`config.mk`:
```
export PLATFORM = sky130hd
export DESIGN_NAME = sl_flag_alu
export DESIGN_NICKNAME = d
export VERILOG_FILES = /design/src/rtl/sl_alu_pkg.sv /design/src/rtl/sl_diff_chain.sv /design/src/rtl/sl_width_view.sv /design/src/rtl/sl_flag_pack.sv /design/src/rtl/sl_flag_alu.sv
export SDC_FILE = /design/constraint.sdc
export NUM_CORES = 1
export LEC_CHECK = 0
export BUFFER_PORTS_ARGS = -buffer_cell sky130_fd_sc_hd__buf_4
export CAP_MARGIN = 20
export CORE_MARGIN = 10
export CORE_UTILIZATION = 30
export DETAILED_ROUTE_END_ITERATION = 6
export SYNTH_ARGS = -nofsm -noshare
export SYNTH_HDL_FRONTEND = slang
export SYNTH_SLANG_ARGS = --single-unit
```
`constraint.sdc`:
```
create_clock -name vclk -period 15
set_clock_uncertainty 0.15 [all_clocks]
set_input_delay 4.5 -clock vclk [all_inputs]
set_output_delay 4.5 -clock vclk [all_outputs]
set_load 0.05 [all_outputs]
```
`src/rtl/sl_alu_pkg.sv`:
```
// Package: shared operation and width codes for the subtract/logic flag ALU.
// Assumes the op and width encodings in the brief are fixed by the decoder.
package sl_alu_pkg;
    typedef enum logic [1:0] {
        OP_SUB  = 2'd0,
        OP_SBB  = 2'd1,
        OP_TEST = 2'd2,
        OP_XOR  = 2'd3
    } op_e;

    typedef enum logic [1:0] {
        WID_8   = 2'd0,
        WID_16  = 2'd1,
        WID_32  = 2'd2,
        WID_32B = 2'd3
    } wid_e;

    localparam int NARROW_MSB = 7;
    localparam int MID_MSB    = 15;
endpackage

```
`src/rtl/sl_diff_chain.sv`:
```
// Module: raw difference and per-bit borrow-chain vector.
// Each chain bit is the borrow leaving that bit position.
// Assumes that the borrow input is already qualified by the operation.
module sl_diff_chain #(
    parameter int DATA_W = 32
) (
    input  logic [DATA_W-1:0] min_i,
    input  logic [DATA_W-1:0] sub_i,
    input  logic              bin_i,
    output logic [DATA_W-1:0] diff_o,
    output logic [DATA_W-1:0] chain_o
);
    logic [DATA_W-1:0] bin_ext;

    // Widen the single borrow bit to the operand width.
    always_comb begin
        bin_ext = {{(DATA_W-1){1'b0}}, bin_i};
    end

    // Raw wrap-around difference over the full datapath.
    always_comb begin
        diff_o = min_i - sub_i - bin_ext;
    end

    // One borrow-chain cell per bit position.
    genvar gi;
    generate
        for (gi = 0; gi < DATA_W; gi++) begin : g_cell
            assign chain_o[gi] = (diff_o[gi] & (~min_i[gi] | sub_i[gi]))
                               | (~min_i[gi] & sub_i[gi]);
        end
    endgenerate
endmodule

```
`src/rtl/sl_width_view.sv`:
```
// Module: width-dependent view of the result and of the borrow chain.
// Masks the result to the selected width, and picks the top two chain bits and
// the sign bit. It also derives zero (selected width) and parity (low byte).
// Assumes DATA_W is 32, because codes 2 and 3 both select the full width.
module sl_width_view #(
    parameter int DATA_W = 32,
    parameter int PAR_W  = 8
) (
    input  logic [DATA_W-1:0] raw_i,
    input  logic [DATA_W-1:0] chain_i,
    input  logic [1:0]        wid_i,
    output logic [DATA_W-1:0] res_o,
    output logic              sign_o,
    output logic              zero_o,
    output logic              par_o,
    output logic              chain_top_o,
    output logic              chain_next_o
);
    import sl_alu_pkg::*;

    localparam int IDX_W = $clog2(DATA_W);

    logic [IDX_W-1:0]  msb_idx;
    logic [IDX_W-1:0]  nxt_idx;
    logic [DATA_W-1:0] keep;

    // Decode the width code into the index of the top result bit.
    always_comb begin
        case (wid_e'(wid_i))
            WID_8:   msb_idx = IDX_W'(NARROW_MSB);
            WID_16:  msb_idx = IDX_W'(MID_MSB);
            default: msb_idx = IDX_W'(DATA_W-1);
        endcase
        nxt_idx = msb_idx - 1'b1;
    end

    // Keep mask: one comparator per bit against the top index.
    genvar gk;
    generate
        for (gk = 0; gk < DATA_W; gk++) begin : g_keep
            assign keep[gk] = (IDX_W'(gk) <= msb_idx);
        end
    endgenerate

    // Masked result and the flags that depend only on it.
    always_comb begin
        res_o        = raw_i & keep;
        sign_o       = res_o[msb_idx];
        zero_o       = ~|res_o;
        par_o        = ~^res_o[PAR_W-1:0];
        chain_top_o  = chain_i[msb_idx];
        chain_next_o = chain_i[nxt_idx];
    end
endmodule

```
`src/rtl/sl_flag_pack.sv`:
```
// Module: final flag and write-enable selection per operation class.
// Arithmetic operations take carry, overflow and auxiliary carry from the
// chain. Logic operations clear them and do not write the auxiliary flag.
// Assumes that zero, sign and parity are already computed on the masked result.
module sl_flag_pack (
    input  logic is_arith_i,
    input  logic is_test_i,
    input  logic chain_top_i,
    input  logic chain_next_i,
    input  logic chain_aux_i,
    input  logic zero_i,
    input  logic sign_i,
    input  logic par_i,
    output logic res_we_o,
    output logic c_o,
    output logic o_o,
    output logic a_o,
    output logic a_we_o,
    output logic z_o,
    output logic s_o,
    output logic p_o
);
    // Gate the chain-derived flags by operation class.
    always_comb begin
        c_o    = is_arith_i & chain_top_i;
        o_o    = is_arith_i & (chain_top_i ^ chain_next_i);
        a_o    = is_arith_i & chain_aux_i;
        a_we_o = is_arith_i;
    end

    // Result-based flags pass straight through. Test suppresses the write.
    always_comb begin
        z_o      = zero_i;
        s_o      = sign_i;
        p_o      = par_i;
        res_we_o = ~is_test_i;
    end

    // Logic operations must never report a carry or an overflow.
    always_comb begin
        if (!is_arith_i) begin
            AST_LOGIC_NO_CARRY: assert (!c_o && !o_o);
        end
    end
endmodule

```
`src/rtl/sl_flag_alu.sv`:
```
// Module: top of the subtract/logic flag ALU (combinational).
// It selects the arithmetic or logic result and views it at the chosen width.
// The flags it reports come from one borrow-chain vector.
// Assumes: the caller holds the flag register and uses the write enables.
module sl_flag_alu #(
    parameter int DATA_W  = 32,
    parameter int AUX_BIT = 3,
    parameter int PAR_W   = 8
) (
    input  logic [31:0] opa_i,
    input  logic [31:0] opb_i,
    input  logic        carry_in_i,
    input  logic [1:0]  op_sel_i,
    input  logic [1:0]  width_sel_i,
    output logic [31:0] result_o,
    output logic        result_we_o,
    output logic        flag_c_o,
    output logic        flag_o_o,
    output logic        flag_a_o,
    output logic        flag_a_we_o,
    output logic        flag_z_o,
    output logic        flag_s_o,
    output logic        flag_p_o
);
    import sl_alu_pkg::*;

    op_e               op;
    logic              is_arith;
    logic              is_test;
    logic              bin;
    logic [DATA_W-1:0] diff;
    logic [DATA_W-1:0] chain;
    logic [DATA_W-1:0] logic_res;
    logic [DATA_W-1:0] raw;
    logic [DATA_W-1:0] res_view;
    logic              v_sign, v_zero, v_par, v_top, v_next;

    // Operation decode. Only subtract-with-borrow lets the carry in.
    always_comb begin
        op       = op_e'(op_sel_i);
        is_arith = (op == OP_SUB) || (op == OP_SBB);
        is_test  = (op == OP_TEST);
        bin      = (op == OP_SBB) & carry_in_i;
    end

    sl_diff_chain #(.DATA_W(DATA_W)) u_chain (
        .min_i   (opa_i),
        .sub_i   (opb_i),
        .bin_i   (bin),
        .diff_o  (diff),
        .chain_o (chain)
    );

    // Logic result and the choice between the arithmetic and logic paths.
    always_comb begin
        logic_res = is_test ? (opa_i & opb_i) : (opa_i ^ opb_i);
        raw       = is_arith ? diff : logic_res;
    end

    sl_width_view #(.DATA_W(DATA_W), .PAR_W(PAR_W)) u_view (
        .raw_i        (raw),
        .chain_i      (chain),
        .wid_i        (width_sel_i),
        .res_o        (res_view),
        .sign_o       (v_sign),
        .zero_o       (v_zero),
        .par_o        (v_par),
        .chain_top_o  (v_top),
        .chain_next_o (v_next)
    );

    sl_flag_pack u_pack (
        .is_arith_i   (is_arith),
        .is_test_i    (is_test),
        .chain_top_i  (v_top),
        .chain_next_i (v_next),
        .chain_aux_i  (chain[AUX_BIT]),
        .zero_i       (v_zero),
        .sign_i       (v_sign),
        .par_i        (v_par),
        .res_we_o     (result_we_o),
        .c_o          (flag_c_o),
        .o_o          (flag_o_o),
        .a_o          (flag_a_o),
        .a_we_o       (flag_a_we_o),
        .z_o          (flag_z_o),
        .s_o          (flag_s_o),
        .p_o          (flag_p_o)
    );

    // Drive the visible result from the width view.
    always_comb begin
        result_o = res_view;
    end

    // Cross-checks between the decode, the chain and the width view.
    always_comb begin
        if (op_sel_i == 2'd2) begin
            AST_TEST_NO_WRITE: assert (!result_we_o);
        end
        if (op_sel_i[1]) begin
            AST_LOGIC_AUX_CLEAR: assert (!flag_a_o && !flag_a_we_o);
        end
        if (width_sel_i == 2'd0) begin
            AST_NARROW_UPPER_ZERO: assert (result_o[31:8] == 24'd0);
        end
        if (width_sel_i == 2'd1) begin
            AST_MID_UPPER_ZERO: assert (result_o[31:16] == 16'd0);
        end
        AST_ZERO_FLAG: assert (flag_z_o == (result_o == 32'd0));
        if (op_sel_i == 2'd0 && width_sel_i[1]) begin
            AST_SUB_BORROW_CMP: assert (flag_c_o == (opa_i < opb_i));
        end
    end
endmodule

```
==> results by group <==
STA
  – Final setup violating endpoints: 0
  – Max-slew violation count: 0
  – Setup repair after global routing missed its margin: false
  – Post-layout min period: around 14 ns
  – Post-route setup TNS: 0 ns
  – Final hold violation count: 0
  – Final critical-path share of the clock period: 0.914
  – Tightest Pin Transition: 0.621 ns
  – F_max: ~0.073 GHz
  – Max-slew headroom at the worst pin: 0.582

Flow run
  – MaxCap Viol Count: 0

Pwr
  – Switching power as a share of total power: 0.637
  – Worst-case vdd ir drop: 0.151 mV
  – Static leakage: between 0.002 and 0.003 uW
  – Portion of total power attributed to the clock network: 0
  – Internal Pwr Total: 128 uW
  – Share of power burned in combinational logic: 1.000
  – Sequential fraction of design power: 0
  – Reported net switching power: between 200 and 250 uW
  – Power density of the placed cells: between 60 and 70 nW/um^2

Synthesis
  – List of most frequent post-synthesis cells: 109 x inv_1, 105 x ha_1, 56 x nand2_1, 49 x a21oi_1, 42 x o21ai_0
  – Share of synthesized cell area in and, or, nand and nor gates: 0.209
  – Number of standard cells after synthesis: ~630
  – Yosys cell types: just over 70
  – Synth top area share: 0.302
  – Multiplexer fraction of the synthesized cell area: 0.0480
  – Count of yosys warnings during synthesis: 0
  – Leading post-synthesis cells by cell area: ha_1 30%, inv_1 9.4%, a21oi_1 5.6%
  – Fraction of the mapped netlist area in adder cells: 0.311
  – Compound-cell area share of the yosys netlist: 0.260
  – Cell taking the most area after synthesis: ha_1
  – Main combinational cell family by area after synthesis: adder cells
  – Part of the Yosys area used for sequential elements: 0
  – Share of the synthesized netlist area taken by xor and xnor gates: 0.0543
  – Mean area per synthesized cell: approximately 6.9 um^2
  – Most repeated cell in the gate-level netlist after synthesis: inv_1
  – Number of nets in the synthesized netlist: about 810
  – Area of the mapped netlist: between 4000 and 5000 um^2

GRT
  – Total Routing Usage GR: 0.133
  – Wire length of the first global-routing pass: 22.6 mm
  – Initial antenna violation count: 0
  – Via count of the first global-routing pass: 4631
  – Pin count of the biggest net entering global routing: between 50 and 60
  – GRT Residual Overflow: 0

Setup path
  – Origin of the worst setup path: op_sel_i[1]
  – Required time of the worst setup path: between 10 and 15 ns
  – Arrival @ worst endpoint: 9.06 ns
  – Capture point of the critical path: flag_z_o
  – Kind of capture point of the worst setup path: primary output
  – Worst setup SP type: input pin
  – Worst Setup Path Type: input pin to primary output
  – Sequence of cells on the critical path: buf_4 -> inv_1 -> nand3_1 -> fa_1 -> inv_1 -> ha_1 -> nor2_1 -> fa_1 -> a21boi_2 -> o21a_1 -> o31ai_1 -> or4b_1 -> nor4_2 -> o2111ai_1 -> or4_1 -> nor4_2 -> and4bb_1 -> and4b_1 -> buf_4
  – Max FO, Critical Path: 48
  – Slowest cell on the critical path: or4b_1
  – Biggest cell delay along the critical path: between 0.5 and 0.6 ns

Layout
  – Footprint of the multi-input gates: slightly below 4000 um^2
  – Area delta synth->final: 21.9%
  – Sequential Area: 0 um^2
  – Clock buffer count: 0
  – Finished Core Util: 0.378
  – Number of diodes added for antenna fixing: 0
  – Seq_cells: 0
  – Final net count: around 900
  – Layout fillers: around 1500
  – Fraction of layout cells with a size suffix above 1: 0.194

Route
  – Wire length on met2: about 6.3 mm
  – Wire length the detailed router placed on met1: between 6 and 7 mm
  – Number of search-and-repair iterations in the first detailed-routing pass: 5
  – 1st-iter DRT viols: about 230
  – Routed WL per cell: approximately 15 um
  – Total DRC errors in the routed layout: 0
  – Number of nets with antenna violations after detailed routing: 0
  – Routed Wire Length: around 14 mm
  – Amount of wire on met3 after detailed routing: just under 900 um
  – Number of vias per cell after detailed routing: 5.12
  – Uppermost signal routing layer after detailed routing: met4
  – DR vias: approximately 4600

Placement
  – RD Place Congestion: approximately 0.94
  – Port bufs: 109
  – HPWL Detailed: 11.7 mm

Min path
  – Hold Path Class: input pin to primary output

Clock network
  – Count of hold-fix buffers inserted at cts: 0
  – Number of resized instances in the post-cts repair step: 0
  – Number of buffers inserted to repair setup after CTS: 0

Floorplan
  – Area of the die: a little under 20000 um^2
  – Number of I/O pins: 109
  – Core area: ~14000 um^2
  – Initial cell density of the core: 0.310
  – Die Height: approximately 140 um
  – Number of core rows: 43
  – Die width: 141 um

Outcome
  – Result of the run: completed
-- cells by family (layout without fill, tap and decap cells) --
kind of cell / Yosys count / count (layout)
AND/OR/NAND/NOR: 176 / 176
AO/OA/AOI/OAI: 170 / 170
buffers and inverters: 133 / 220
adder cells (fa/ha/maj): 107 / 107
XOR/XNOR: 27 / 27
multiplexers: 20 / 20
-- layer usage --
layer	vias up	GRT usage
li1	2352	-
met1	2104	0.181
met2	147	0.221
met3	6	0.0216
met4	0	0.0103
met5	-	0
-- power groups by stage --
stage,registers (uW),clock network [uW],logic [uW]
after floorplan,0,0,254
after global placement,0,0,352
after detailed placement,0,0,351
after CTS,0,0,354
after global routing,0,0,388
final,0,0,353
-- cells in the final DEF (no fill, tap or decap), types with 9 or more instances in the layout --
cell type	count
buf_4	111
a21oi_1	49
o21ai_0	42
nor3_1	9
nand2_1	56
xor2_1	11
xnor2_1	16
inv_1	109
nor2_1	40
ha_1	105
nor2b_1	9
a211oi_1	10
a21o_1	9
mux2i_1	13
-- worst min path at each step --
stage | start | endpoint | slack (ns) | depth (start not counted)
4_1_cts | width_sel_i[1] | result_o[26] | 9.39 | 4
3_3_place_gp | opa_i[1] | result_o[0] | 9.41 | 4
6_report | width_sel_i[1] | result_o[26] | 9.40 | 4
5_1_grt | width_sel_i[1] | result_o[26] | 9.44 | 4
3_5_place_dp | width_sel_i[1] | result_o[26] | 9.40 | 4
2_1_floorplan | op_sel_i[1] | result_o[0] | 9.21 | 1
-- worst max-delay path, delay by kind of cell --
kind	cells	cell delay [ns]
and+or+nand+nor	8	2.04
adders and majority gates	3	1.01
AOI/OAI and AO/OA	4	0.65
buffers and inverters	4	0.83
-- cell type report --
cell class	instances	share of cell area
Inverter	109	0.0770
Multi-Input combinational cell	500	0.724
Tap cell	180	0.0424
Timing Repair Buffer	111	0.157
-- metrics by stage --
step / hold WS [ns] / setup WS [ns] / cell area [um^2] / std cells / total power [uW]
3_3_place_gp: 9.41 / 1.41 / 5310 / 900 / 352
5_1_grt: 9.44 / 0.973 / 5310 / 900 / 388
6_report: 9.40 / 1.29 / 5310 / 900 / 353
3_5_place_dp: 9.40 / 1.29 / 5310 / 900 / 351
4_1_cts: 9.39 / 1.29 / 5310 / 900 / 354
2_1_floorplan: 9.21 / 0.404 / 4360 / 633 / 254
Power figures use the tool's default switching activity.
